==> config.mk <==
export PLATFORM = sky130hd
export DESIGN_NAME = jack_notify
export DESIGN_NICKNAME = d
export VERILOG_FILES = /design/src/rtl/jack_notify.sv
export SDC_FILE = /design/constraint.sdc
export NUM_CORES = 1
export LEC_CHECK = 0
export BUFFER_PORTS_ARGS = -buffer_cell sky130_fd_sc_hd__buf_2
export CAP_MARGIN = 20
export CORE_ASPECT_RATIO = 1.75
export CORE_MARGIN = 2
export CORE_UTILIZATION = 66
export CTS_CLUSTER_SIZE = 28
export DETAILED_ROUTE_END_ITERATION = 8
export PLACE_DENSITY = 0.83
export SETUP_SLACK_MARGIN = 0.4
export SLEW_MARGIN = 20
export SYNTH_ARGS = -nofsm -noshare
export SYNTH_HDL_FRONTEND = slang
export SYNTH_SLANG_ARGS = --single-unit
==> constraint.sdc <==
create_clock -name clk -period 6 [get_ports clk]
set_clock_uncertainty 0.2 [all_clocks]
set_input_delay 0.6 -clock clk [delete_from_list [all_inputs] [get_ports clk]]
set_output_delay 0.6 -clock clk [all_outputs]
set_load 0.02 [all_outputs]
==> src/rtl/jack_notify.sv <==
module jack_notify #(
  parameter int NPORT    = 8,
  parameter int DB_W     = 8,
  parameter int TAG_W    = 6,
  parameter int WD_LIMIT = 240000,
  localparam int PIDX_W  = (NPORT > 1) ? $clog2(NPORT) : 1,
  localparam int WD_W    = $clog2(WD_LIMIT + 1)
) (
  input  logic              clk,
  input  logic              rst_n,
  input  logic              tick,
  input  logic [NPORT-1:0]  sense_raw,
  input  logic [DB_W-1:0]   db_ticks,
  input  logic              supply_good,
  input  logic [NPORT-1:0]  port_en,
  input  logic [TAG_W-1:0]  resp_tag,
  input  logic              link_reset,
  input  logic              link_clk_run,
  input  logic              enum_done,
  output logic [NPORT-1:0]  presence,
  output logic              presence_valid,
  output logic              wake_req,
  output logic              unsol_valid,
  output logic [TAG_W-1:0]  unsol_tag,
  output logic [PIDX_W-1:0] unsol_port,
  output logic              timeout_flag
);

  typedef enum logic [1:0] {S_IDLE, S_LINK, S_ENUM} state_t;

  localparam logic [WD_W-1:0] WD_MAX = WD_W'(WD_LIMIT);

  state_t             state;
  logic [NPORT-1:0]   reported;
  logic [NPORT-1:0]   diff;
  logic [PIDX_W-1:0]  first_idx;
  logic               wake_sent;
  logic [WD_W-1:0]    wd_cnt;
  logic [DB_W-1:0]    thr;
  logic               lowpwr;
  logic               can_send;

  assign thr            = (db_ticks == '0) ? DB_W'(1) : db_ticks;
  assign lowpwr         = link_reset & ~link_clk_run;
  assign diff           = (presence ^ reported) & port_en;
  assign can_send       = supply_good & (|diff);
  assign presence_valid = supply_good;

  for (genvar g = 0; g < NPORT; g++) begin : g_db
    logic [DB_W-1:0] cnt;
    always_ff @(posedge clk or negedge rst_n) begin
      if (!rst_n) begin
        cnt         <= '0;
        presence[g] <= 1'b0;
      end else if (tick) begin
        if (sense_raw[g] != presence[g]) begin
          if ((DB_W+1)'(cnt) + (DB_W+1)'(1) >= (DB_W+1)'(thr)) begin
            presence[g] <= sense_raw[g];
            cnt         <= '0;
          end else begin
            cnt <= cnt + DB_W'(1);
          end
        end else begin
          cnt <= '0;
        end
      end
    end
  end

  always_comb begin
    first_idx = '0;
    for (int i = NPORT - 1; i >= 0; i--)
      if (diff[i]) first_idx = PIDX_W'(i);
  end

  always_ff @(posedge clk or negedge rst_n) begin
    if (!rst_n) begin
      state       <= S_IDLE;
      reported    <= '0;
      wake_sent   <= 1'b0;
      wake_req    <= 1'b0;
      unsol_valid <= 1'b0;
      unsol_tag   <= '0;
      unsol_port  <= '0;
    end else begin
      wake_req    <= 1'b0;
      unsol_valid <= 1'b0;
      reported    <= (reported & port_en) | (presence & ~port_en);
      case (state)
        S_IDLE: begin
          if (can_send && !unsol_valid) begin
            if (!link_reset) begin
              unsol_valid <= 1'b1;
              unsol_tag   <= resp_tag;
              unsol_port  <= first_idx;
              reported    <= presence;
            end else begin
              state <= S_LINK;
            end
          end
        end
        S_LINK: begin
          if (!link_reset) begin
            state     <= S_ENUM;
            wake_sent <= 1'b0;
          end else if (lowpwr && !wake_sent && supply_good) begin
            wake_req  <= 1'b1;
            wake_sent <= 1'b1;
          end
        end
        S_ENUM: begin
          if (link_reset) begin
            state <= S_LINK;
          end else if (enum_done) begin
            state <= S_IDLE;
            if (can_send) begin
              unsol_valid <= 1'b1;
              unsol_tag   <= resp_tag;
              unsol_port  <= first_idx;
              reported    <= presence;
            end
          end
        end
        default: state <= S_IDLE;
      endcase
    end
  end

  always_ff @(posedge clk or negedge rst_n) begin
    if (!rst_n) begin
      wd_cnt       <= '0;
      timeout_flag <= 1'b0;
    end else if (state == S_IDLE) begin
      wd_cnt <= '0;
    end else if (wd_cnt == WD_MAX) begin
      timeout_flag <= 1'b1;
    end else begin
      wd_cnt <= wd_cnt + WD_W'(1);
    end
  end

  assert_presence_on_tick_R2: assert property (@(posedge clk) disable iff (!rst_n)
    !tick |=> $stable(presence));
  assert_unsol_pulse_R4: assert property (@(posedge clk) disable iff (!rst_n)
    unsol_valid |=> !unsol_valid);
  assert_wake_pulse_R7: assert property (@(posedge clk) disable iff (!rst_n)
    wake_req |=> !wake_req);
  assert_wake_lowpwr_R7: assert property (@(posedge clk) disable iff (!rst_n)
    wake_req |-> $past(link_reset && !link_clk_run));
  assert_unsol_link_up_R8: assert property (@(posedge clk) disable iff (!rst_n)
    unsol_valid |-> !$past(link_reset));
  assert_supply_gate_R9: assert property (@(posedge clk) disable iff (!rst_n)
    (unsol_valid || wake_req) |-> $past(supply_good));
  assert_timeout_sticky_R10: assert property (@(posedge clk) disable iff (!rst_n)
    timeout_flag |=> timeout_flag);

endmodule

Yosys cells after proc, flatten, opt, wreduce, memory -nomap -nowiden. Index checks and enable logic that the tools add are counted.

Add/sub/neg operators: 17. Equal/unequal tests: 21. $lt $le $gt $ge: 8. Reductions and logical operators: 21. Mux-type cells: 62. Bitwise operators: 10.

Operators with widths (count): $mux 8 (22); $add 8x1->9 const B (8); $ge 9x8->1 (8); $add 8x1->8 const B (8); $mux 3 (13); $mux 18 (2); $mux 6 (5); $and 8x8->8 (3); $reduce_and 3->1 (8); $add 18x1->18 const B (1); $eq 18x18->1 const B (1); $ne 2x2->1 const B (8); $pmux 8 s2 (1); $pmux 6 s2 (1); $mux 1 (10); $mux 2 (5); $logic_not 8->1 (1); $ne 1x1->1 (8); $not 8->8 (1); $or 8x8->8 (1); $reduce_or 8->1 (1); $xor 8x8->8 (1); $pmux 2 s3 (1); $pmux 3 s2 (1); 14 further kinds (20).

Word-level logic and storage cells: 164. Bits of input ports: 37. Flip-flop bits (word level): 113.

Longest topological paths before layout. Gate-level depths: netlist (run 1).

Word-level depth: 14. Depth in mapped cells: 13. Mapped depth without buffers: 13.

Worst setup path before layout (run 1). Ideal clock, no wire load.

Kind: in2reg. Start: input port db_ticks[2]. End: register presence[0]. Path buffers: 1. Path slack: 2.894 ns. Arrival time: 2.781 ns. Stages: 11. Cells stage by stage: clkbuf_1 > nor3_1 > a41o_1 > ha_1 > nand2b_1 > a21oi_1 > maj3_1 > o211ai_1 > nand2_1 > nor2_1 > mux2_2.

Cells in the longest elaborated chain, start to end: 4.

RTL lines: from (decl) (line 13) `input logic [DB_W-1:0] db_ticks,`; $logic_not 8->1 (line 43) `assign thr = (db_ticks == '0) ? DB_W'(1) : db_ticks;`; $mux 8 (*) (line 43); $ge 9x8->1 (*) (line 57) `if ((DB_W+1)'(cnt) + (DB_W+1)'(1) >= (DB_W+1)'(thr)) begin`; $reduce_and 3->1 (no source line) (*); to (signal, indexed assignment) (line 58) `presence[g] <= sense_raw[g];`; to (decl) (line 20) `output logic [NPORT-1:0] presence,`.

Every way passes the cells marked *; elsewhere a longest branch is shown, timed or not. A chain may end at the register's enable or synchronous reset.

Worst setup path after layout (run 1).
Start: register g_db[1].cnt[0]. End: register g_db[1].cnt[5].

Cells in the longest elaborated chain, start to end: 4.

RTL lines: from (decl) (line 50) `logic [DB_W-1:0] cnt;`; from (signal assigned) (line 61) `cnt <= cnt + DB_W'(1);`; $add 8x1->9 (line 57); $ge 9x8->1 (line 57); $mux 8 (*) (line 57); $mux 8 (*) (line 56) `if (sense_raw[g] != presence[g]) begin`.

Marked as above.

==> results of run 1 <==
[power by group through the flow]
stage / Combinational [W] / Clock (W) / Sequential [W]
floorplan: 0.000793 / 0 / 0.00116
global placement: 0.00103 / 0 / 0.00115
detailed placement: 0.00109 / 0 / 0.00117
CTS: 0.00110 / 0.00100 / 0.00116
global route: 0.00124 / 0.00104 / 0.00120
finish: 0.00111 / 0.000995 / 0.00117
[registers in the layout, summed over array words and instances (netlist names)]
| signal | count |
|---|---|
| wake_req | 1 |
| g_db.cnt | 64 |
| state | 2 |
| timeout_flag | 1 |
| wake_sent | 1 |
| unsol_valid | 1 |
| unsol_tag | 6 |
| wd_cnt | 18 |
| unsol_port | 3 |
| presence | 8 |
| reported | 8 |
[final timing paths]
path,from,slack (ns),depth (start not counted),end
max in group asynchronous,rst_n,4.33,2,g_db[5].cnt[4]
max,g_db[1].cnt[0],2.62,13,g_db[1].cnt[5]
max reg2reg,g_db[1].cnt[0],2.62,13,g_db[1].cnt[5]
min reg2reg,timeout_flag,0.27,1,timeout_flag
min,rst_n,0.03,1,wd_cnt[10]
min in group clk,link_clk_run,0.16,2,wake_req
[critical path: cells and delay by family, from the launching register on]
| kind | cells | cell delay [ns] |
|---|---|---|
| DFF | 1 | 0.45 |
| adders and majority gates | 2 | 0.60 |
| and+or+nand+nor | 7 | 1.29 |
| AOI/OAI and AO/OA | 4 | 0.77 |
[per-stage QoR]
step	util, %	worst slack [ns]	area [sq um]	hold slack, ns	power, W
6_report	76.2	2.62	8510	0.0315	0.00327
3_5_place_dp	70.9	2.44	7920	0.257	0.00226
5_1_grt	76.2	2.35	8510	0.0865	0.00347
4_1_cts	76.2	2.71	8510	0.0529	0.00327
2_1_floorplan	-	2.89	7560	0.104	0.00196
3_3_place_gp	70.9	2.54	7920	0.234	0.00218
[area by class of cell]
cell class / count / share of cell area, %
sequential: 113 / 33.2
clock buffer: 22 / 5.57
clock inverter: 10 / 1.28
multi-input combinational: 611 / 52.6
timing repair buffer: 61 / 3.74
tap: 132 / 1.94
inverter: 36 / 1.59
[metal layers]
layer	part of all wire [%]	wire length, um
met5	0	0
met4	3.6	650
met3	4.3	764
met2	55	9880
met1	37	6660
[cells in the final DEF (no fill, tap or decap), types with 5 or more instances in the layout]
master     count
a22o_1        11
a211o_1        8
and3_1        14
clkbuf_16     17
nand3_2        5
nand2b_1      23
a32o_1         5
mux2_2        25
a21o_1        13
clkinv_2       5
nand2_1       80
buf_2         56
a21oi_1       40
a31oi_1        5
xor2_1        27
dfrtp_1      113
xnor3_1        6
buf_4          5
nor3_1        14
o22ai_1        5
mux2i_1        6
nor2_1        36
o21ai_0       39
o2bb2ai_1     13
nand3_1       46
o31ai_1        7
inv_1         35
xnor2_1       42
or3_1          8
ha_1          59
[kinds of logic (layout without fill, tap and decap cells)]
group	count (synthesis)	count (layout)	synth area share (%)
compound gates	183	183	16.8
xor+xnor	75	75	9.78
fa+ha+maj	65	65	10.6
buf+inv	61	129	3.42
flops	113	113	37.4
mux	32	32	4.67
simple gates	256	256	17.4
==> qor.csv, run 1 <==
stage,metric,value,unit
hold_path,hold crit path type,in -> async,
setup_path,"most used cell, CP",nand2_1,
sta,Max Freq,296,MHz
clock_network,H-Tree Depth,4,
layout,ANT cells,0,
synthesis,Synth area leaders,"dfrtp_1 37%, ha_1 9.8%, xnor2_1 4.9%",
synthesis,post-synthesis sequential area ratio,37.4,%
detailed_routing,initial drt markers,318,
floorplanning,Rows,51,
sta,Final Setup Violations,0,
synthesis,Synth top area share,37.4,%
clock_network,CTS tree,yes,
setup_path,CP Data Arrival Time,3.51,ns
synthesis,Synth Cell Area,0.00756,sq mm
synthesis,Synth warnings,0,
placed_design,hpwl dp,12300,um
setup_path,slowest CP cell,dfrtp_1,
synthesis,most frequent cell after synthesis,dfrtp_1,
layout,Finished Layout Cells,985,
setup_path,crit-path max FO,8,
global_route,remaining global-route overflow,0,
power,sw frac,36.7,%
power,Peak VDD IR,0.341,mV
global_route,grt met2 use,55.8,%
layout,ratio of cells with drive above 1 in the final layout,16.3,%
global_route,GR Util met3,5.05,%
setup_path,Worst setup EP type,register,
layout,Fillers,726,
synthesis,Synth Register Bits,113,
synthesis,top cell type by total area after synthesis,dfrtp_1,
global_route,vias in the first global route,6611,
floorplanning,Initial Utilization,67.7,%
floorplanning,Ports,58,
sta,Tcrit/Tclk final,56.4,%
clock_network,TritonCTS Buffers,17,
setup_path,Startpoint Class,register,
detailed_routing,DRT antenna net count,0,
detailed_routing,DRC Markers,0,
synthesis,unique cell type count in the Yosys netlist,68,
floorplanning,area of the core,0.0112,sq mm
status,status,completed,
global_route,initial antenna violation count,0,
sta,RSZ-0062 raised after global routing,false,
global_route,routing usage on met1,32.1,%
clock_network,Root Driver,clkbuf_16,
floorplanning,Die Wd,84.9,um
detailed_routing,total wire length,17900,um
global_route,pin count of the biggest net entering global routing,60,
sta,"Slew Viols, Final",0,
sta,setup TNS,0,ns
layout,FF+latch area,0.00283,sq mm
clock_network,Num Clock Sinks,113,
detailed_routing,DRT Pass-1 Iters,6,
detailed_routing,vias,6315,
setup_path,"Largest stage delay, worst path",0.45,ns
clock_network,"CTS clk-pin slew, worst paths",0.06,ns
floorplanning,die height,146,um
layout,# nets final,936,
global_route,gr busiest metal,met2,
global_route,GRT Util Overall,30.1,%
synthesis,syn_area_per_cell,9.64,sq um
setup_path,Crit Path Category,reg -> reg,
power,Pwr per Cell Area,385,mW/mm^2
synthesis,Synth Instances,785,
power,Comb power frac,33.9,%
power,Cell Int Power,0.00207,W
setup_path,critical-path cell list,ha_1 -> and3_1 -> nand3_1 -> nand2_1 -> nand2_1 -> ha_1 -> a21o_1 -> a21oi_1 -> o31a_1 -> nand2_1 -> nor2_1 -> nand2_1 -> o22ai_1,
detailed_routing,routed wire length per instance,18.2,um
placed_design,PortBufs,57,
floorplanning,die area,0.0124,sq mm
sta,Tmin final,3.38,ns
clock_network,post-cts resize count,0,
clock_network,CTS Hold Bufs,0,
global_route,first-pass GRT wire length,30100,um
power,power share of the clock group,30.4,%
clock_network,clock tree buffer depth,2,
sta,actual slew at the worst max-slew pin,1.02,ns
power,P_sw,0.00120,W
power,Leak,4.03,nW
clock_network,postcts setup bufs,0,
sta,Worst slew margin,31.2,%
synthesis,Main synth FF type,dfrtp_1,
setup_path,Worst Path Required,6.13,ns
synthesis,Post-synth EDFFs,0,
layout,multi-input combinational cell area,0.00448,sq mm
job,max-cap viol count,0,
sta,Final Hold Fails,0,
synthesis,Synth async-reset ratio,100,%
placed_design,Final Wtd Congestion,0.884,
layout,Area Overhead vs Synth,12.5,%
synthesis,"top cells by count, synth","113 x dfrtp_1, 80 x nand2_1, 59 x ha_1",
power,Flop pwr share,35.7,%
placed_design,Placed Instances,953,
detailed_routing,DR vias/cell,6.41,
synthesis,post-synth net total,881,
clock_network,worst-skew pair later-pin latency,0.41,ns
No activity file was read; power rests on OpenSTA's default activity.
==> inputs of run 2 (changes only) <==
--- a/config.mk
+++ b/config.mk
@@ -5,14 +5,15 @@
 export SDC_FILE = /design/constraint.sdc
 export NUM_CORES = 1
 export LEC_CHECK = 0
+export ABC_AREA = 1
 export BUFFER_PORTS_ARGS = -buffer_cell sky130_fd_sc_hd__buf_2
 export CAP_MARGIN = 20
 export CORE_ASPECT_RATIO = 1.75
 export CORE_MARGIN = 2
-export CORE_UTILIZATION = 66
+export CORE_UTILIZATION = 56
 export CTS_CLUSTER_SIZE = 28
 export DETAILED_ROUTE_END_ITERATION = 8
-export PLACE_DENSITY = 0.83
+export PLACE_DENSITY = 0.75
 export SETUP_SLACK_MARGIN = 0.4
 export SLEW_MARGIN = 20
 export SYNTH_ARGS = -nofsm -noshare
==> constraint.sdc (replaced) <==
create_clock -name clk -period 2.75 [get_ports clk]
set_clock_uncertainty 0.2 [all_clocks]
set_input_delay 0.275 -clock clk [delete_from_list [all_inputs] [get_ports clk]]
set_output_delay 0.275 -clock clk [all_outputs]
set_load 0.02 [all_outputs]
==> run 2 against run 1 <==
Clock power is 120% higher. Wire length increased by 21%. Clock-buffer cell count decreased by 3. Critical path depth up 2. Area after synthesis rose by 3.4%. Final cell count rose by 43%.
==> qor.csv, run 2 <==
stage,metric,value,unit,change
status,status,completed,,unchanged
floorplanning,area of the core,0.0138,sq mm,was 0.0112 sq mm
clock_network,"CTS clk-pin slew, worst paths",0.06,ns,about the same
floorplanning,Ports,58,,unchanged
detailed_routing,DR vias/cell,5.45,,was 6.41
synthesis,unique cell type count in the Yosys netlist,43,,was 68
synthesis,Synth async-reset ratio,100,%,unchanged
synthesis,Synth warnings,0,,unchanged
power,Peak VDD IR,0.438,mV,was 0.341 mV
synthesis,syn_area_per_cell,7.26,sq um,was 9.64 sq um
global_route,grt met2 use,51.7,%,was 55.8%
synthesis,Synth Register Bits,113,,unchanged
sta,Final Hold Fails,0,,unchanged
setup_path,Worst setup EP type,register,,unchanged
floorplanning,Rows,57,,was 51
clock_network,worst-skew pair later-pin latency,0.42,ns,was 0.41 ns
sta,"Slew Viols, Final",0,,unchanged
synthesis,Main synth FF type,dfrtp_1,,unchanged
layout,# nets final,1316,,was 936
synthesis,Synth area leaders,"dfrtp_1 36%, nand2_1 16%, ha_1 9.4%",,"was dfrtp_1 37%, ha_1 9.8%, xnor2_1 4.9%"
sta,actual slew at the worst max-slew pin,0.714,ns,was 1.02 ns
layout,top flop regs,"g_db.cnt (64), wd_cnt (18)",,unchanged
setup_path,crit-path max FO,6,,was 8
global_route,GR Util met3,4.27,%,was 5.05%
floorplanning,Initial Utilization,56.8,%,was 67.7%
setup_path,Startpoint Class,register,,unchanged
synthesis,most frequent cell after synthesis,nand2_1,,was dfrtp_1
layout,fin area,0.0101,sq mm,was 0.00851 sq mm
detailed_routing,total wire length,21800,um,was 17900 um
detailed_routing,DRT antenna net count,0,,unchanged
setup_path,CP Data Arrival Time,2.59,ns,was 3.51 ns
setup_path,Worst Path Required,2.86,ns,was 6.13 ns
layout,"commonest cells after routing, fill and taps aside","322 x nand2_1, 146 x inv_1, 111 x dfrtp_1",,"was 113 x dfrtp_1, 80 x nand2_1, 59 x ha_1"
global_route,GRT Util Overall,27.8,%,was 30.1%
synthesis,post-synth net total,1174,,was 881
clock_network,Root Driver,clkbuf_16,,unchanged
detailed_routing,DRC Markers,0,,unchanged
sta,RSZ-0062 raised after global routing,true,,was false
sta,Tcrit/Tclk final,90.3,%,was 56.4%
global_route,first-pass GRT wire length,33200,um,was 30100 um
detailed_routing,vias,7689,,was 6315
power,Leak,5.22,nW,was 4.03 nW
synthesis,Post-synth EDFFs,0,,unchanged
placed_design,Final Wtd Congestion,0.894,,was 0.884
sta,Tmin final,2.48,ns,was 3.38 ns
sta,Final Setup Violations,0,,unchanged
layout,max FFs per register,64,,unchanged
power,Pwr per Cell Area,664,mW/mm^2,was 385 mW/mm^2
clock_network,H-Tree Depth,4,,unchanged
global_route,initial antenna violation count,0,,unchanged
hold_path,hold crit path type,in -> reg,,was in -> async
clock_network,CTS tree,yes,,unchanged
placed_design,DP Area,0.00841,sq mm,was 0.00792 sq mm
global_route,pin count of the biggest net entering global routing,43,,was 60
layout,ratio of cells with drive above 1 in the final layout,24.0,%,was 16.3%
synthesis,Synth Cell Area,0.00782,sq mm,was 0.00756 sq mm
clock_network,TritonCTS Buffers,17,,unchanged
sta,Max Freq,403,MHz,was 296 MHz
sta,setup TNS,0,ns,unchanged
floorplanning,die height,160,um,was 146 um
layout,Area Overhead vs Synth,29.4,%,was 12.5%
clock_network,Num Clock Sinks,113,,unchanged
global_route,routing usage on met1,30.5,%,was 32.1%
detailed_routing,DRT Pass-1 Iters,5,,was 6
detailed_routing,initial drt markers,450,,was 318
clock_network,clock tree buffer depth,2,,unchanged
sta,Worst slew margin,52.2,%,was 31.2%
detailed_routing,routed wire length per instance,15.5,um,was 18.2 um
placed_design,hpwl dp,14100,um,was 12300 um
layout,ANT cells,0,,unchanged
floorplanning,die area,0.0150,sq mm,was 0.0124 sq mm
job,max-cap viol count,0,,unchanged
layout,largest register by flop count,g_db.cnt,,unchanged
global_route,remaining global-route overflow,0,,unchanged
floorplanning,Die Wd,93.3,um,was 84.9 um
global_route,gr busiest metal,met2,,unchanged
placed_design,PortBufs,57,,unchanged
layout,"commonest non-fill, non-tap cell in the layout",nand2_1,,was dfrtp_1
setup_path,Crit Path Category,reg -> reg,,unchanged
synthesis,top cell type by total area after synthesis,dfrtp_1,,unchanged
synthesis,Synth Instances,1078,,was 785
synthesis,Synth top area share,36.2,%,was 37.4%
synthesis,post-synthesis sequential area ratio,36.2,%,was 37.4%
global_route,vias in the first global route,7326,,was 6611
synthesis,"top cells by count, synth","336 x nand2_1, 157 x inv_1, 113 x dfrtp_1",,"was 113 x dfrtp_1, 80 x nand2_1, 59 x ha_1"
run 2: cell types whose count changed after synthesis, moves of 23 or more:
cell / before / now
xnor2_1: 42 / 15
mux2_2: 25 / 0
nand3_1: 46 / 72
inv_1: 35 / 157
nand2_1: 80 / 336
nand2b_1: 23 / 0
run 2: power by group:
group	internal (W)	switching, W	leakage (nW)
Combinational	0.000896	0.00140	3.41
Sequential	0.00193	0.000289	1.53
Clock	0.00138	0.000824	0.281
Total	0.00420	0.00252	5.22
run 2: critical path: stages, from the launching register on:
cell	delay, ns
dfrtp_1	0.46
ha_4	0.20
nand3_4	0.10
xnor2_4	0.18
ha_4	0.30
nand3_2	0.08
a21oi_2	0.13
nand3_1	0.09
nand3_1	0.08
nand2_1	0.08
nand2_1	0.09
nand2_2	0.08
nand3_4	0.13
inv_2	0.05
nand2_1	0.05
nand2_1	0.06
run 2: final cells by class:
type	count	area (sq um)
multi-input combinational	782	4850
fill	1024	3640
timing repair buffer	137	995
inverter	169	636
clock inverter	13	136
clock buffer	19	453
sequential	113	2830
tap	177	221
run 2: cell families after synthesis:
kind of cell / share of synthesized area [%]
XOR/XNOR: 4.70
AND/OR/NAND/NOR: 29.6
buffers and inverters: 9.17
flip-flops: 36.2
multiplexers: 0.128
AO/OA/AOI/OAI: 10.8
adder cells (fa/ha/maj): 9.44
run 2: what timing repair did:
action | in CTS | in global routing
gates cloned | 1 | 0
pin swaps | 10 | 61
hold buffers | 19 | 0
endpoints found under the hold margin | 57 | 0
gates resized for setup | 24 | 113
buffers inserted | 11 | 32
endpoints found under the setup margin | 40 | 74
run 2: through the flow:
step	utilization, %	total power, W	hold slack (ns)	setup WS, ns	std cells
after floorplan	-	0.00352	-0.221	0.446	1078
after global placement	61.1	0.00406	0.0993	0.135	1315
after detailed placement	61.1	0.00411	0.101	0.114	1315
after CTS	68.2	0.00643	0.0437	0.389	1378
after global routing	73.5	0.00711	0.0717	0.171	1410
final	73.5	0.00672	0.0407	0.267	1410
run 2: final timing paths:
kind                       slack (ns)  cells after the start             end           start
max                              0.27                     15  g_db[0].cnt[1]  g_db[0].cnt[1]
min                              0.04                      4     reported[5]      port_en[5]
max reg2reg                      0.27                     15  g_db[0].cnt[1]  g_db[0].cnt[1]
min reg2reg                      0.27                      1    timeout_flag    timeout_flag
max in group asynchronous        1.51                      3  g_db[2].cnt[2]           rst_n
min in group asynchronous        0.19                      2       wd_cnt[4]           rst_n
run 2: per-layer routing:
metal  share of wire, %  vias to the layer above  wire length, um
li1                   -                     3778                -
met1                 38                     3639             8220
met2                 54                      193            11800
met3                3.7                       79              807
met4                4.6                        0             1000
met5                  0                        -                0
==> inputs of run 3 (changes only) <==
--- a/config.mk
+++ b/config.mk
@@ -6,13 +6,13 @@
 export NUM_CORES = 1
 export LEC_CHECK = 0
 export ABC_AREA = 1
-export BUFFER_PORTS_ARGS = -buffer_cell sky130_fd_sc_hd__buf_2
 export CAP_MARGIN = 20
 export CORE_ASPECT_RATIO = 1.75
 export CORE_MARGIN = 2
-export CORE_UTILIZATION = 56
+export CORE_UTILIZATION = 59
 export CTS_CLUSTER_SIZE = 28
 export DETAILED_ROUTE_END_ITERATION = 8
+export DONT_BUFFER_PORTS = 1
 export PLACE_DENSITY = 0.75
 export SETUP_SLACK_MARGIN = 0.4
 export SLEW_MARGIN = 20
==> run 3 against run 2 <==
The flow now finishes with violations (hold timing). Clock power up 7%. Sequential share of layout area up 1.1 points. Cell area down 3.7%. Combinational power down 8%. Sequential power up 5%. Sequential cell count unchanged. Via count down 0.78%. Final cell count down 4.8%. Register-to-register slack worse by 0.14 ns. Power up 0.80%. Critical path depth unchanged. Critical path type unchanged. Critical endpoint is now presence[4]. Largest power group is now the clock network. Highest routed layer unchanged.
==> qor.csv, run 3 (synthesis results as in run 2) <==
stage,metric,value,unit,change
status,status,finished with violations,,was completed
status,violated checks,hold timing,,
setup_path,crit-path max FO,5,,was 6
layout,largest register by flop count,g_db.cnt,,unchanged
power,Flop pwr share,34.2,%,was 33.0%
layout,"commonest non-fill, non-tap cell in the layout",nand2_1,,unchanged
detailed_routing,total wire length,21700,um,was 21800 um
global_route,vias in the first global route,7281,,was 7326
detailed_routing,DR vias/cell,5.68,,was 5.45
job,max-cap viol count,0,,unchanged
sta,Tcrit/Tclk final,95.3,%,was 90.3%
layout,top flop regs,"g_db.cnt (64), wd_cnt (18)",,unchanged
sta,Worst slew margin,54.0,%,was 52.2%
sta,Tmin final,2.62,ns,was 2.48 ns
clock_network,H-Tree Depth,4,,unchanged
floorplanning,die area,0.0142,sq mm,was 0.0150 sq mm
sta,final hold slack,-0.653,ns,was 0.0407 ns
clock_network,worst-skew pair later-pin latency,0.42,ns,about the same
layout,Area Overhead vs Synth,24.6,%,was 29.4%
placed_design,Final Wtd Congestion,0.895,,was 0.894
setup_path,Worst setup EP type,register,,unchanged
power,sw frac,35.8,%,was 37.5%
setup_path,Crit Path Category,reg -> reg,,unchanged
power,P_sw,0.00243,W,was 0.00252 W
layout,ANT cells,0,,unchanged
detailed_routing,DRT antenna net count,0,,unchanged
clock_network,CTS Hold Bufs,28,,was 19
clock_network,clock tree buffer depth,2,,unchanged
floorplanning,die height,156,um,was 160 um
global_route,initial antenna violation count,0,,unchanged
floorplanning,Rows,55,,was 57
global_route,remaining global-route overflow,0,,unchanged
floorplanning,Ports,58,,unchanged
global_route,GRT Util Overall,29.3,%,was 27.8%
layout,Finished Layout Cells,1342,,was 1410
layout,ratio of cells with drive above 1 in the final layout,18.0,%,was 24.0%
clock_network,Root Driver,clkbuf_16,,unchanged
sta,"Slew Viols, Final",0,,unchanged
layout,"commonest cells after routing, fill and taps aside","325 x nand2_1, 145 x inv_1, 110 x dfrtp_1",,"was 322 x nand2_1, 146 x inv_1, 111 x dfrtp_1"
clock_network,TritonCTS Buffers,17,,unchanged
detailed_routing,vias,7629,,was 7689
floorplanning,Initial Utilization,60.5,%,was 56.8%
sta,setup TNS,0,ns,unchanged
clock_network,Num Clock Sinks,113,,unchanged
placed_design,Placed Instances,1248,,was 1315
global_route,first-pass GRT wire length,33500,um,was 33200 um
sta,Final Hold Fails,113,,was 0
floorplanning,Die Wd,91.0,um,was 93.3 um
power,Cell Int Power,0.00435,W,was 0.00420 W
detailed_routing,DRC Markers,0,,unchanged
setup_path,Startpoint Class,register,,unchanged
placed_design,hpwl dp,13500,um,was 14100 um
setup_path,CP Data Arrival Time,2.72,ns,was 2.59 ns
clock_network,"CTS clk-pin slew, worst paths",0.06,ns,about the same
power,Peak VDD IR,0.505,mV,was 0.438 mV
sta,Max Freq,382,MHz,was 403 MHz
placed_design,PortBufs,0,,was 57
power,Pwr per Cell Area,695,mW/mm^2,was 664 mW/mm^2
setup_path,reg-to-reg setup timing slack,0.13,ns,was 0.27 ns
setup_path,Worst Path Required,2.85,ns,was 2.86 ns
detailed_routing,routed wire length per instance,16.2,um,was 15.5 um
sta,Final Setup Violations,0,,unchanged
power,Comb power frac,31.1,%,was 34.2%
sta,actual slew at the worst max-slew pin,0.688,ns,was 0.714 ns
detailed_routing,initial drt markers,461,,was 450
layout,# nets final,1255,,was 1316
floorplanning,area of the core,0.0129,sq mm,was 0.0138 sq mm
sta,RSZ-0062 raised after global routing,true,,unchanged
global_route,pin count of the biggest net entering global routing,114,,was 43
layout,Fillers,950,,was 1024
clock_network,CTS tree,yes,,unchanged
power,Leak,4.94,nW,was 5.22 nW
power,power share of the clock group,34.6,%,was 32.7%
layout,max FFs per register,64,,unchanged
detailed_routing,DRT Pass-1 Iters,5,,unchanged
hold_path,hold crit path type,in -> async,,was in -> reg
run 3: cell types whose count changed in the layout (fill, tap and decap cells not counted), moves of 6 or more:
| cell | change |
|---|---|
| buf_4 | -9 |
| o22ai_1 | +6 |
| dlygate4sd3_1 | +8 |
| o22ai_2 | -6 |
| buf_2 | -56 |
run 3: through the flow:
stage | cell area, sq um | worst slack (ns) | util (%) | power (W) | hold slack, ns
6_report | 9740 | 0.130 | 75.3 | 0.00678 | -0.653
5_1_grt | 9740 | 0.105 | 75.3 | 0.00713 | -0.661
4_1_cts | 9170 | 0.390 | 70.9 | 0.00645 | -0.655
3_5_place_dp | 8060 | 0.144 | 62.3 | 0.00395 | -0.217
3_3_place_gp | 8060 | 0.160 | 62.3 | 0.00390 | -0.218
2_1_floorplan | 7830 | 0.446 | - | 0.00352 | -0.221
run 3: path summary, 6_finish.rpt:
path	start	cells past startpoint	end
worst max-delay path	g_db[4].cnt[0]	15	presence[4]
worst min-delay path	rst_n	0	wd_cnt[7]
worst max register to register	g_db[4].cnt[0]	15	presence[4]
worst min register to register	g_db[7].cnt[4]	2	g_db[7].cnt[4]
max in group asynchronous	rst_n	0	presence[4]
min in group clk	port_en[3]	6	unsol_port[0]
run 3: repair_timing:
action | 4_1_cts | 5_1_grt
endpoints found under the setup margin | 36 | 79
cloned | 1 | 0
resized for setup | 20 | 96
hold endpoints to repair | 173 | 113
pin swaps | 9 | 54
setup buffers | 13 | 21
run 3: critical path, cell delays in order, from the launching register on:
cell	delay [ns]
dfrtp_1	0.45
ha_4	0.20
nand3_4	0.08
xor2_2	0.17
ha_1	0.35
nand2_1	0.06
a21oi_1	0.16
o21ai_0	0.19
nand3_1	0.12
nand2_1	0.05
nand2_1	0.08
nand2_2	0.10
nand2_4	0.13
nand2_2	0.05
nand2_1	0.05
nand2_1	0.05
run 3: power groups by stage:
stage | logic (W) | clock network, W | registers [W]
2_1_floorplan | 0.00126 | 0 | 0.00226
3_3_place_gp | 0.00158 | 0 | 0.00232
3_5_place_dp | 0.00163 | 0 | 0.00232
4_1_cts | 0.00180 | 0.00236 | 0.00229
5_1_grt | 0.00235 | 0.00243 | 0.00235
6_report | 0.00211 | 0.00235 | 0.00232
run 3: cell type report:
type | count | area [sq um] | share of cell area, %
Clock buffer | 21 | 460 | 4.73
Clock inverter | 10 | 159 | 1.63
Inverter | 169 | 636 | 6.52
Multi-Input combinational cell | 782 | 4770 | 49.0
Sequential cell | 113 | 2830 | 29.1
Tap cell | 171 | 214 | 2.20
Timing Repair Buffer | 76 | 673 | 6.91
run 3: routing by layer:
| layer | global-route usage, % | vias to the layer above | wire (um) |
|---|---|---|---|
| met3 | 4.62 | 54 | 1190 |
| met2 | 55.5 | 266 | 11700 |
| met4 | 10.5 | 0 | 632 |
| met5 | 0 | - | 0 |
| met1 | 32.8 | 3646 | 8140 |
| li1 | - | 3663 | - |
